--- src/rtl/csa_pkg.sv ---
package csa_pkg;

    // Width a group would have if the operand were unbounded: 2, 2, 3, 4, ...
    function automatic int grp_nominal(input int g);
        return (g == 0) ? 2 : g + 1;
    endfunction

    // Lowest bit position of group g inside an n-bit operand
    function automatic int grp_lsb(input int n, input int g);
        int acc;
        acc = 0;
        for (int k = 0; k < g; k++) begin
            acc += grp_nominal(k);
        end
        if (acc > n) acc = n;
        return acc;
    endfunction

    // Actual width of group g, the last group trimmed to fit
    function automatic int grp_width(input int n, input int g);
        int lo;
        int w;
        lo = grp_lsb(n, g);
        w  = grp_nominal(g);
        if (lo + w > n) w = n - lo;
        return w;
    endfunction

    // Number of groups needed to cover n bits
    function automatic int grp_count(input int n);
        int acc;
        int cnt;
        acc = 0;
        cnt = 0;
        for (int k = 0; k < n; k++) begin
            if (acc < n) begin
                acc += grp_nominal(k);
                cnt++;
            end
        end
        return cnt;
    endfunction

endpackage

--- src/rtl/csa_rca.sv ---
module csa_rca #(
    parameter int W = 4
) (
    input  logic [W-1:0] a,
    input  logic [W-1:0] b,
    input  logic         ci,
    output logic [W-1:0] s,
    output logic         co
);
    logic [W:0] chain_d;

    assign chain_d[0] = ci;

    for (genvar i = 0; i < W; i++) begin : g_bit
        logic half_d;
        assign half_d       = a[i] ^ b[i];
        assign s[i]         = half_d ^ chain_d[i];
        assign chain_d[i+1] = (a[i] & b[i]) | (half_d & chain_d[i]);
    end

    assign co = chain_d[W];
endmodule

--- src/rtl/csa_bec.sv ---
module csa_bec #(
    parameter int W = 5
) (
    input  logic [W-1:0] din,
    output logic [W-1:0] dout
);
    // running AND of all lower bits: toggle bit i when all below are set
    logic [W:0] all_ones_d;

    assign all_ones_d[0] = 1'b1;

    for (genvar i = 0; i < W; i++) begin : g_bit
        assign dout[i]         = din[i] ^ all_ones_d[i];
        assign all_ones_d[i+1] = all_ones_d[i] & din[i];
    end
endmodule

--- src/rtl/csa_group.sv ---
module csa_group #(
    parameter int W       = 3,
    parameter bit USE_BEC = 1'b1
) (
    input  logic [W-1:0] a,
    input  logic [W-1:0] b,
    input  logic         sel,
    output logic [W-1:0] s,
    output logic         co
);
    logic [W-1:0] sum0_d;
    logic         car0_d;
    logic [W-1:0] sum1_d;
    logic         car1_d;

    csa_rca #(.W(W)) u_rca0 (
        .a  (a),
        .b  (b),
        .ci (1'b0),
        .s  (sum0_d),
        .co (car0_d)
    );

    if (USE_BEC) begin : g_bec
        // {car0, sum0} + 1 never exceeds W+1 bits
        csa_bec #(.W(W + 1)) u_inc (
            .din  ({car0_d, sum0_d}),
            .dout ({car1_d, sum1_d})
        );
    end else begin : g_dual
        csa_rca #(.W(W)) u_rca1 (
            .a  (a),
            .b  (b),
            .ci (1'b1),
            .s  (sum1_d),
            .co (car1_d)
        );
    end

    always_comb begin
        if (sel) begin
            s  = sum1_d;
            co = car1_d;
        end else begin
            s  = sum0_d;
            co = car0_d;
        end
    end
endmodule

--- src/rtl/csa_sqrt_adder.sv ---
module csa_sqrt_adder #(
    parameter int WIDTH   = 16,
    parameter bit USE_BEC = 1'b1
) (
    input  logic [WIDTH-1:0] a,
    input  logic [WIDTH-1:0] b,
    input  logic             cin,
    output logic [WIDTH-1:0] s,
    output logic             cout
);
    localparam int NGRP = csa_pkg::grp_count(WIDTH);

    logic [NGRP:0]    carry_d;
    logic [WIDTH-1:0] sum_d;

    assign carry_d[0] = cin;

    for (genvar g = 0; g < NGRP; g++) begin : g_grp
        localparam int LO = csa_pkg::grp_lsb(WIDTH, g);
        localparam int GW = csa_pkg::grp_width(WIDTH, g);

        if (g == 0) begin : g_base
            csa_rca #(.W(GW)) u_rca (
                .a  (a[LO +: GW]),
                .b  (b[LO +: GW]),
                .ci (carry_d[0]),
                .s  (sum_d[LO +: GW]),
                .co (carry_d[1])
            );
        end else begin : g_sel
            csa_group #(.W(GW), .USE_BEC(USE_BEC)) u_grp (
                .a   (a[LO +: GW]),
                .b   (b[LO +: GW]),
                .sel (carry_d[g]),
                .s   (sum_d[LO +: GW]),
                .co  (carry_d[g+1])
            );
        end
    end

    assign s    = sum_d;
    assign cout = carry_d[NGRP];
endmodule

--- config.mk ---
export PLATFORM = sky130hd
export DESIGN_NAME = csa_sqrt_adder
export DESIGN_NICKNAME = d
export VERILOG_FILES = /design/src/rtl/csa_pkg.sv /design/src/rtl/csa_rca.sv /design/src/rtl/csa_bec.sv /design/src/rtl/csa_group.sv /design/src/rtl/csa_sqrt_adder.sv
export SDC_FILE = /design/constraint.sdc
export NUM_CORES = 1
export LEC_CHECK = 0
export BUFFER_PORTS_ARGS = -buffer_cell sky130_fd_sc_hd__buf_2
export CAP_MARGIN = 20
export CORE_MARGIN = 4
export CORE_UTILIZATION = 50
export DETAILED_ROUTE_END_ITERATION = 12
export GPL_TIMING_DRIVEN = 0
export MAX_ROUTING_LAYER = met4
export PLACE_DENSITY_LB_ADDON = 0.12
export RECOVER_POWER = 50
export SLEW_MARGIN = 20
export SYNTH_ARGS = -nofsm -noshare
export SYNTH_HDL_FRONTEND = slang
export SYNTH_SLANG_ARGS = --single-unit
--- constraint.sdc ---
create_clock -name vclk -period 5.7
set_clock_uncertainty 0.2 [all_clocks]
set_input_delay 1.14 -clock vclk [all_inputs]
set_output_delay 1.14 -clock vclk [all_outputs]
set_load 0.03 [all_outputs]
==> flow_summary.yaml, run 1 <==
global_route:
  grt_antenna_before_repair: 0
  grt_pass1_vias: 1010
  grt_pass1_wl_um: 3990
  largest_net_degree_at_the_start_of_global_routing: 11
  gr_util_all_layers: 0.180
  grt_overflow_total: 0
sta:
  max_slew.worst_pin.slew_ns: 0.594
  timing.fmax_mhz: 180
  totalNegativeSetupSlack_ns: 0
  timing_hold_violations_final: 0
  finalSetupViolations: 0
  slew_viol_final: 0
  grt_setup_unrepaired: "false"
  worst_slew_margin_rel: 0.604
  period_minus_slack_ns: 5.55
  finalCritPeriodShare: 0.974
setup_path:
  required_ns: 4.36
  worst-setup-path-type: "input pin to output pin"
  critPathMaxFanout: 7
  critical-path-max-stage-delay_ns: 0.43
  cp_data_arrival_time_ns: 4.21
  critical_path.endpoint_type: "output pin"
  critical-path-slowest-cell: "fa_1"
  startpoint_class: "input pin"
  crit_chain: "buf_2 -> ha_1 -> fa_1 -> inv_1 -> fa_1 -> fa_1 -> fa_1 -> inv_1 -> ha_4 -> nand4bb_1 -> a221o_2 -> o2111a_1 -> a311oi_1 -> buf_4"
  timing.critical_path.mode_cell: "fa_1"
cells_and_area:
  clkbuf_count: 0
  finish.net_count: 225
  areaGrowthSynthToFinish_pct: 27.7
  antennaDiodeCount: 0
  area_of_all_placed_cells_without_fillers_um2: 1340
  seq_cells: 0
  area.sequential_um2: 0
  final_layout_size_suffix_gt1_frac: 0.366
placed_design:
  gp_routability_congestion: 0.765
  placed_area_um2: 1330
  detailed_place_hpwl_um: 2110
  placement.io_buffers: 50
routing:
  route.detailed.wl_per_inst_um: 12.4
  route.antenna.remaining_nets: 0
  routed-via-count: 990
  detail_route.first_pass.iterations: 4
  detail_route.vias_per_cell: 5.18
  route.detailed.drc: 0
  drt_iter0_drc: 7
  routed_wl_um: 2360
power:
  vdd_drop_max_mv: 0.110
  cellLeakagePower_nw: 0.725
  powerDensity_nw_per_um2: 170
outcome:
  outcome: "complete, no violations"
yosys:
  syn_inst: 114
  syn-num-nets: 173
  synthDominantCellAreaShare: 0.229
  yosysWarnings: 0
  post_synth.cell_area_avg_um2: 9.21
  post_synth_instance_area_um2: 1050
  unique_cell_type_count_in_the_yosys_netlist: 37
  synth-seq-area-share: 0
  synth_top_area_cell: "fa_1"
  synth_area_leaders: "fa_1, ha_1, inv_1"
worst_hold_path:
  min_from: "b[2]"
  hold-path-endpoint: "s[2]"
  min_delay_path_depth: 4
  hold_path_class: "input pin to output pin"
die:
  core_um2: 1980
  design.die.area_um2: 2900
  die_y_um: 53.8
  initial_core_util: 0.530
  rows: 16
  boundaryPins: 50
  die_w_um: 53.8
clock_network:
  ctsHoldBuffers: 0
flow_run:
  drv.max_cap_violation_count: 0
through the flow:
stage          hold slack (ns)  total power [mW]  setup WS [ns]  instances   util
6_report                  2.58             0.228          0.147        191  0.676
5_1_grt                   2.61             0.253         0.0211        191  0.676
4_1_cts                   2.52             0.231         0.0653        191  0.673
3_5_place_dp              2.52             0.230         0.0741        191  0.673
3_3_place_gp              2.50             0.220         0.0996        191  0.673
2_1_floorplan             2.39             0.171         0.0369        114      -
cells in the mapped netlist:
cell and n:
a2111oi_4 1, a211o_1 1, a211oi_1 5, a211oi_4 1, a21bo_2 1, a21oi_1 1
a221o_2 1, a311o_1 1, a311oi_1 1, a31oi_1 1, and2_1 1, and2_2 1
and4b_4 1, buf_6 1, bufbuf_16 1, clkbuf_1 2, fa_1 12, ha_1 14
inv_1 28, mux2_2 6, nand2_1 6, nand2b_1 2, nand3_1 1, nand3b_1 3
nand4b_1 1, nand4bb_1 1, nor2_1 5, nor3_1 1, o2111a_1 1, o211a_1 3
o22ai_1 1, o311a_2 1, or2_1 1, or4_2 1, xnor2_1 1, xnor3_1 1
xor2_1 3
cells in the final DEF (no fill, tap or decap), types with 2 or more instances in the layout:
cell type / netlist / layout
buf_2: 0 / 42
nand3b_1: 3 / 3
nand2_1: 6 / 6
fa_1: 12 / 12
a211oi_1: 5 / 5
ha_1: 14 / 13
inv_1: 28 / 28
clkbuf_1: 2 / 9
o211a_1: 3 / 3
xor2_1: 3 / 3
nor2_1: 5 / 5
mux2_2: 6 / 6
nand2b_1: 2 / 2
worst max-delay path: cells and delay by family:
kind | cells | cell delay (ns)
AOI/OAI and AO/OA | 3 | 0.75
and+or+nand+nor | 1 | 0.11
adders and majority gates | 6 | 1.70
buffers and inverters | 4 | 0.50
cells by family (layout without fill, tap and decap cells):
| group | count (synthesis) | after routing | share of synthesized area |
|---|---|---|---|
| simple gates | 25 | 25 | 0.142 |
| fa+ha+maj | 26 | 26 | 0.396 |
| compound gates | 20 | 20 | 0.194 |
| xor+xnor | 5 | 5 | 0.0548 |
| mux | 6 | 6 | 0.0644 |
| buf+inv | 32 | 82 | 0.149 |
how the worst max path moves through the flow:
| stage | from | to | slack (ns) | cells after the start |
|---|---|---|---|---|
| 6_report | a[11] | cout | 0.15 | 14 |
| 5_1_grt | a[11] | cout | 0.02 | 14 |
| 4_1_cts | a[11] | cout | 0.07 | 14 |
| 3_5_place_dp | a[11] | cout | 0.07 | 14 |
| 3_3_place_gp | a[11] | cout | 0.1 | 14 |
| 2_1_floorplan | a[11] | cout | 0.04 | 12 |
report_power, final:
part | switching, mW | internal, mW
Clock | 0 | 0
Sequential | 0 | 0
Combinational | 0.138 | 0.0899
Total | 0.138 | 0.0899
timing repair:
action | 4_1_cts | 5_1_grt
gates resized for setup | 0 | 3
endpoints found under the setup margin | 0 | 2
buffers inserted | 0 | 0
cell type report:
type / count / area (um2)
Timing Repair Buffer: 50 / 244
Multi-Input combinational cell: 82 / 906
Buffer: 4 / 51.3
Fill cell: 192 / 642
Tap cell: 27 / 33.8
Inverter: 28 / 105
metal layers:
metal / vias up / GRT usage / part of all wire
li1: 491 / - / -
met1: 462 / 0.209 / 0.39
met2: 33 / 0.341 / 0.53
met3: 4 / 0.0166 / 0.063
met4: 0 / 0.0213 / 0.013
met5: - / - / 0
No activity file was read; power rests on OpenSTA's default activity.
==> run 2, diff against run 1 <==
--- a/config.mk
+++ b/config.mk
@@ -5,10 +5,11 @@
 export SDC_FILE = /design/constraint.sdc
 export NUM_CORES = 1
 export LEC_CHECK = 0
+export ABC_AREA = 1
 export BUFFER_PORTS_ARGS = -buffer_cell sky130_fd_sc_hd__buf_2
 export CAP_MARGIN = 20
-export CORE_MARGIN = 4
-export CORE_UTILIZATION = 50
+export CORE_MARGIN = 5
+export CORE_UTILIZATION = 47
 export DETAILED_ROUTE_END_ITERATION = 12
 export GPL_TIMING_DRIVEN = 0
 export MAX_ROUTING_LAYER = met4
==> run 2 against run 1 <==
  * Sequential share of layout area stayed put
  * Highest routed layer is now met3
  * Final area down 16%
  * Critical path depth decreased by 1
  * Routed wire length down 25%
  * Die area is 3.3% lower
==> flow_summary.yaml, run 2 <==
cells_and_area:
  area_of_all_placed_cells_without_fillers_um2: 1130
  area.sequential_um2: 0
  clkbuf_count: 0
  footprint_of_the_multi_input_gates_um2: 742
  leading_cell_types_in_the_layout_fill_and_taps_excluded: "buf_2, inv_1, nand2_1"
  final_layout_size_suffix_gt1_frac: 0.340
  layout.cells.most_common: "buf_2"
  finish.net_count: 217
  antennaDiodeCount: 0
  seq_cells: 0
  fillCellCount: 170
  areaGrowthSynthToFinish_pct: 30.6
yosys:
  main_combinational_cell_family_by_area_after_synthesis: "adder cells"
  synth-seq-area-share: 0
  synth_area_leaders: "fa_1, ha_1, inv_1"
  synth-xor-area-share: 0.0506
  unique_cell_type_count_in_the_yosys_netlist: 17
  post_synth_fa_ha_maj_area_fraction: 0.480
  synthMuxAreaShare: 0.0260
  synthDominantCellAreaShare: 0.277
  syn-num-nets: 165
  synth.most_common_cell: "inv_1"
  synth_top_area_cell: "fa_1"
  yosysWarnings: 0
  syn_inst: 106
  synth_commonest_cells: "inv_1, nand2_1, ha_1, nand3_1, fa_1"
  synth_area_in_compound_gates: 0.0116
  synth_simple_gate_area_frac: 0.298
  post_synth.cell_area_avg_um2: 8.17
  post_synth_instance_area_um2: 866
routing:
  drt_iter0_drc: 1
  route.detailed.drc: 0
  detail_route.vias_per_cell: 4.42
  route.detailed.wl_per_inst_um: 9.83
  routed_wl_um: 1780
  routed-via-count: 800
  route.antenna.remaining_nets: 0
  detail_route.first_pass.iterations: 4
sta:
  timing.fmax_mhz: 203
  grt_setup_unrepaired: "false"
  max_slew.worst_pin.slew_ns: 0.382
  worst_slew_margin_rel: 0.747
  fin_ws_ns: 0.785
  totalNegativeSetupSlack_ns: 0
  period_minus_slack_ns: 4.92
  timing_hold_violations_final: 0
  hold-worst-slack_ns: 2.56
  slew_viol_final: 0
  finalSetupViolations: 0
  finalCritPeriodShare: 0.862
placed_design:
  gp_routability_congestion: 0.661
  worst_case_setup_slack_after_placement_ns: 0.767
  placement.io_buffers: 50
  placed_area_um2: 1150
  detailed_place_hpwl_um: 1700
die:
  boundaryPins: 50
  initial_core_util: 0.496
  die_w_um: 52.9
  design.die.area_um2: 2800
  core_um2: 1750
  die_y_um: 52.9
  rows: 15
power:
  cellLeakagePower_nw: 0.694
  powerDensity_nw_per_um2: 206
  power.share.switching: 0.664
  comb_power_share: 1.000
  cell_internal_pwr_uw: 78.1
  p_clk_frac: 0
  p_switching_uw: 155
  share_seq_of_total_power: 0
  vdd_drop_max_mv: 0.121
flow_run:
  drv.max_cap_violation_count: 0
setup_path:
  cp_data_arrival_time_ns: 3.58
  critical_path.endpoint_type: "output pin"
  required_ns: 4.36
  worst-setup-path-type: "input pin to output pin"
  critPathMaxFanout: 2
  startpoint_class: "input pin"
  setup.worst_path.start: "a[11]"
global_route:
  grt_pass1_wl_um: 3110
  grt_overflow_total: 0
  grt_pass1_vias: 809
  gr_util_all_layers: 0.142
  grt_antenna_before_repair: 0
  largest_net_degree_at_the_start_of_global_routing: 8
clock_network:
  ctsHoldBuffers: 0
  post_cts.resized_instances: 0
  setup_repair_bufs_after_cts: 0
worst_hold_path:
  min_from: "b[7]"
  hold_path_class: "input pin to output pin"
outcome:
  outcome: "complete, no violations"
## run 2: cell count changes in the layout (fill, tap and decap cells not counted), moves of 2 or more
cell | before | now
nand3_2 | 0 | 3
mux2_2 | 6 | 1
xnor2_1 | 1 | 3
nor2_1 | 5 | 1
a211oi_1 | 5 | 0
inv_1 | 28 | 31
nand2b_1 | 2 | 0
o211a_1 | 3 | 0
nand3b_1 | 3 | 0
nand2_1 | 6 | 16
nand3_1 | 1 | 14
nand2_8 | 0 | 2
nand2_4 | 0 | 2
clkbuf_1 | 9 | 7
## run 2: path summary, 6_finish.rpt
check / to / slack (ns) / cells after the start
hold / removal: s[7] / 2.56 / 4
setup / recovery: cout / 0.78 / 13
## run 2: per-stage QoR
stage                     utilization  power (mW)  std cells
after global routing            0.648       0.262        181
after global placement          0.657       0.233        181
after CTS                       0.657       0.241        181
final                           0.648       0.233        181
after floorplan                     -       0.178        106
after detailed placement        0.657       0.240        181
## run 2: logic make-up (layout without fill, tap and decap cells)
family                   Yosys count  in the layout
AND/OR/NAND/NOR                   40             40
buffers and inverters             31             81
adder cells (fa/ha/maj)           26             26
XOR/XNOR                           5              5
AO/OA/AOI/OAI                      2              2
multiplexers                       2              2
## run 2: worst max-delay path, cell delays in order
cell,delay (ns)
buf_2,0.08
ha_1,0.16
fa_1,0.17
inv_1,0.05
fa_1,0.38
fa_1,0.40
fa_1,0.49
inv_1,0.05
ha_1,0.18
xnor2_1,0.15
nand3_1,0.09
nand2_1,0.05
buf_2,0.19
## run 2: power by group through the flow
stage	sequential [mW]	combinational (mW)	clock, mW
final	0	0.233	0
after global routing	0	0.262	0
after CTS	0	0.241	0
after detailed placement	0	0.240	0
after global placement	0	0.233	0
after floorplan	0	0.178	0
## run 2: layout make-up
type,count,area share
multi-input combinational,75,0.656
timing repair buffer,50,0.213
inverter,31,0.103
tap,25,0.0277
## run 2: metal layers
metal	wire, um	global-route usage	vias up
met3	156	0.0169	0
met2	920	0.275	30
met4	0	0	0
met1	702	0.166	347
li1	-	-	423
met5	0	-	-
==> run 3, diff against run 2 <==
--- a/config.mk
+++ b/config.mk
@@ -14,7 +14,7 @@
 export GPL_TIMING_DRIVEN = 0
 export MAX_ROUTING_LAYER = met4
 export PLACE_DENSITY_LB_ADDON = 0.12
-export RECOVER_POWER = 50
+export RECOVER_POWER = 25
 export SLEW_MARGIN = 20
 export SYNTH_ARGS = -nofsm -noshare
 export SYNTH_HDL_FRONTEND = slang
==> run 3 against run 2 <==
  * Power grew 1.2%
  * Final area grew 1.0%
  * Hold slack got worse by 0.016 ns
  * Via count rose by 0.13%
  * Sequential share of layout area unchanged
==> flow_summary.yaml, run 3 (synthesis results as in run 2) <==
outcome:
  outcome: "complete, no violations"
routing:
  route.detailed.drc: 0
  drt_iter0_drc: 1
  route.antenna.remaining_nets: 0
  detail_route.vias_per_cell: 4.43
  route.detailed.wl_per_inst_um: 9.85
  detail_route.first_pass.iterations: 4
  routed-via-count: 801
  routed_wl_um: 1780
cells_and_area:
  layout.cells.most_common: "buf_2"
  seq_cells: 0
  clkbuf_count: 0
  antennaDiodeCount: 0
  fillCellCount: 170
  final_layout_size_suffix_gt1_frac: 0.365
  final_cell_count_no_fill: 181
  leading_cell_types_in_the_layout_fill_and_taps_excluded: "buf_2, inv_1, nand2_1"
  finish.net_count: 217
  area.sequential_um2: 0
  areaGrowthSynthToFinish_pct: 31.9
die:
  die_w_um: 52.9
  initial_core_util: 0.496
  core_um2: 1750
  design.die.area_um2: 2800
  rows: 15
  die_y_um: 52.9
  boundaryPins: 50
global_route:
  largest_net_degree_at_the_start_of_global_routing: 8
  grt_overflow_total: 0
  grt_pass1_wl_um: 3110
  grt_antenna_before_repair: 0
  gr_util_all_layers: 0.142
  grt_pass1_vias: 809
sta:
  max_slew.worst_pin.slew_ns: 0.369
  grt_setup_unrepaired: "false"
  totalNegativeSetupSlack_ns: 0
  worst_slew_margin_rel: 0.755
  finalSetupViolations: 0
  fin_ws_ns: 0.785
  period_minus_slack_ns: 4.92
  finalCritPeriodShare: 0.862
  hold-worst-slack_ns: 2.54
  timing.fmax_mhz: 203
  timing_hold_violations_final: 0
  slew_viol_final: 0
setup_path:
  critical_path.endpoint_type: "output pin"
  crit_chain: "buf_2 -> ha_1 -> fa_1 -> inv_1 -> fa_1 -> fa_1 -> fa_1 -> inv_1 -> ha_1 -> xnor2_1 -> nand3_1 -> nand2_1 -> buf_2"
  required_ns: 4.36
  timing.critical_path.mode_cell: "fa_1"
  startpoint_class: "input pin"
  cp_data_arrival_time_ns: 3.58
  worst-setup-path-type: "input pin to output pin"
  critical-path-max-stage-delay_ns: 0.49
  critical-path-slowest-cell: "fa_1"
  critPathMaxFanout: 2
placed_design:
  worst_case_setup_slack_after_placement_ns: 0.767
  detailed_place_hpwl_um: 1700
  gp_routability_congestion: 0.661
  placed_cells: 181
  placement.io_buffers: 50
clock_network:
  ctsHoldBuffers: 0
  setup_repair_bufs_after_cts: 0
  post_cts.resized_instances: 0
flow_run:
  drv.max_cap_violation_count: 0
power:
  cellLeakagePower_nw: 0.704
  design_power_total_uw: 236
  powerDensity_nw_per_um2: 206
  vdd_drop_max_mv: 0.124
worst_hold_path:
  hold_path_class: "input pin to output pin"
run 3: worst max-delay path: cells and delay by family:
family | cells | cell delay [ns]
fa+ha+maj | 6 | 1.78
buf+inv | 4 | 0.37
xor+xnor | 1 | 0.15
simple gates | 2 | 0.14
run 3: metrics by stage:
stage                     cell area, um2  utilization
after floorplan                      866            -
after CTS                           1150        0.657
final                               1140        0.654
after global routing                1140        0.654
after detailed placement            1150        0.657
after global placement              1150        0.657
run 3: where the power goes:
group	total, mW	internal (mW)	switching [mW]
combinational	0.236	0.0804	0.155
clock	0	0	0
sequential	0	0	0
run 3: final timing paths:
kind,from,end,slack (ns),depth (start not counted)
max,a[11],cout,0.78,13
min,b[4],s[4],2.54,4
run 3: layer usage:
| layer | vias to the layer above | track usage | routed length (um) |
|---|---|---|---|
| li1 | 423 | - | - |
| met1 | 348 | 0.166 | 694 |
| met2 | 30 | 0.275 | 928 |
| met3 | 0 | 0.0169 | 160 |
| met4 | 0 | 0 | 0 |
| met5 | - | - | 0 |
run 3: area by class of cell:
cell class                      count  area (um2)  area share
Multi-Input combinational cell     75         749       0.656
Timing Repair Buffer               50         245       0.215
Inverter                           31         116       0.102
Tap cell                           25        31.3      0.0274
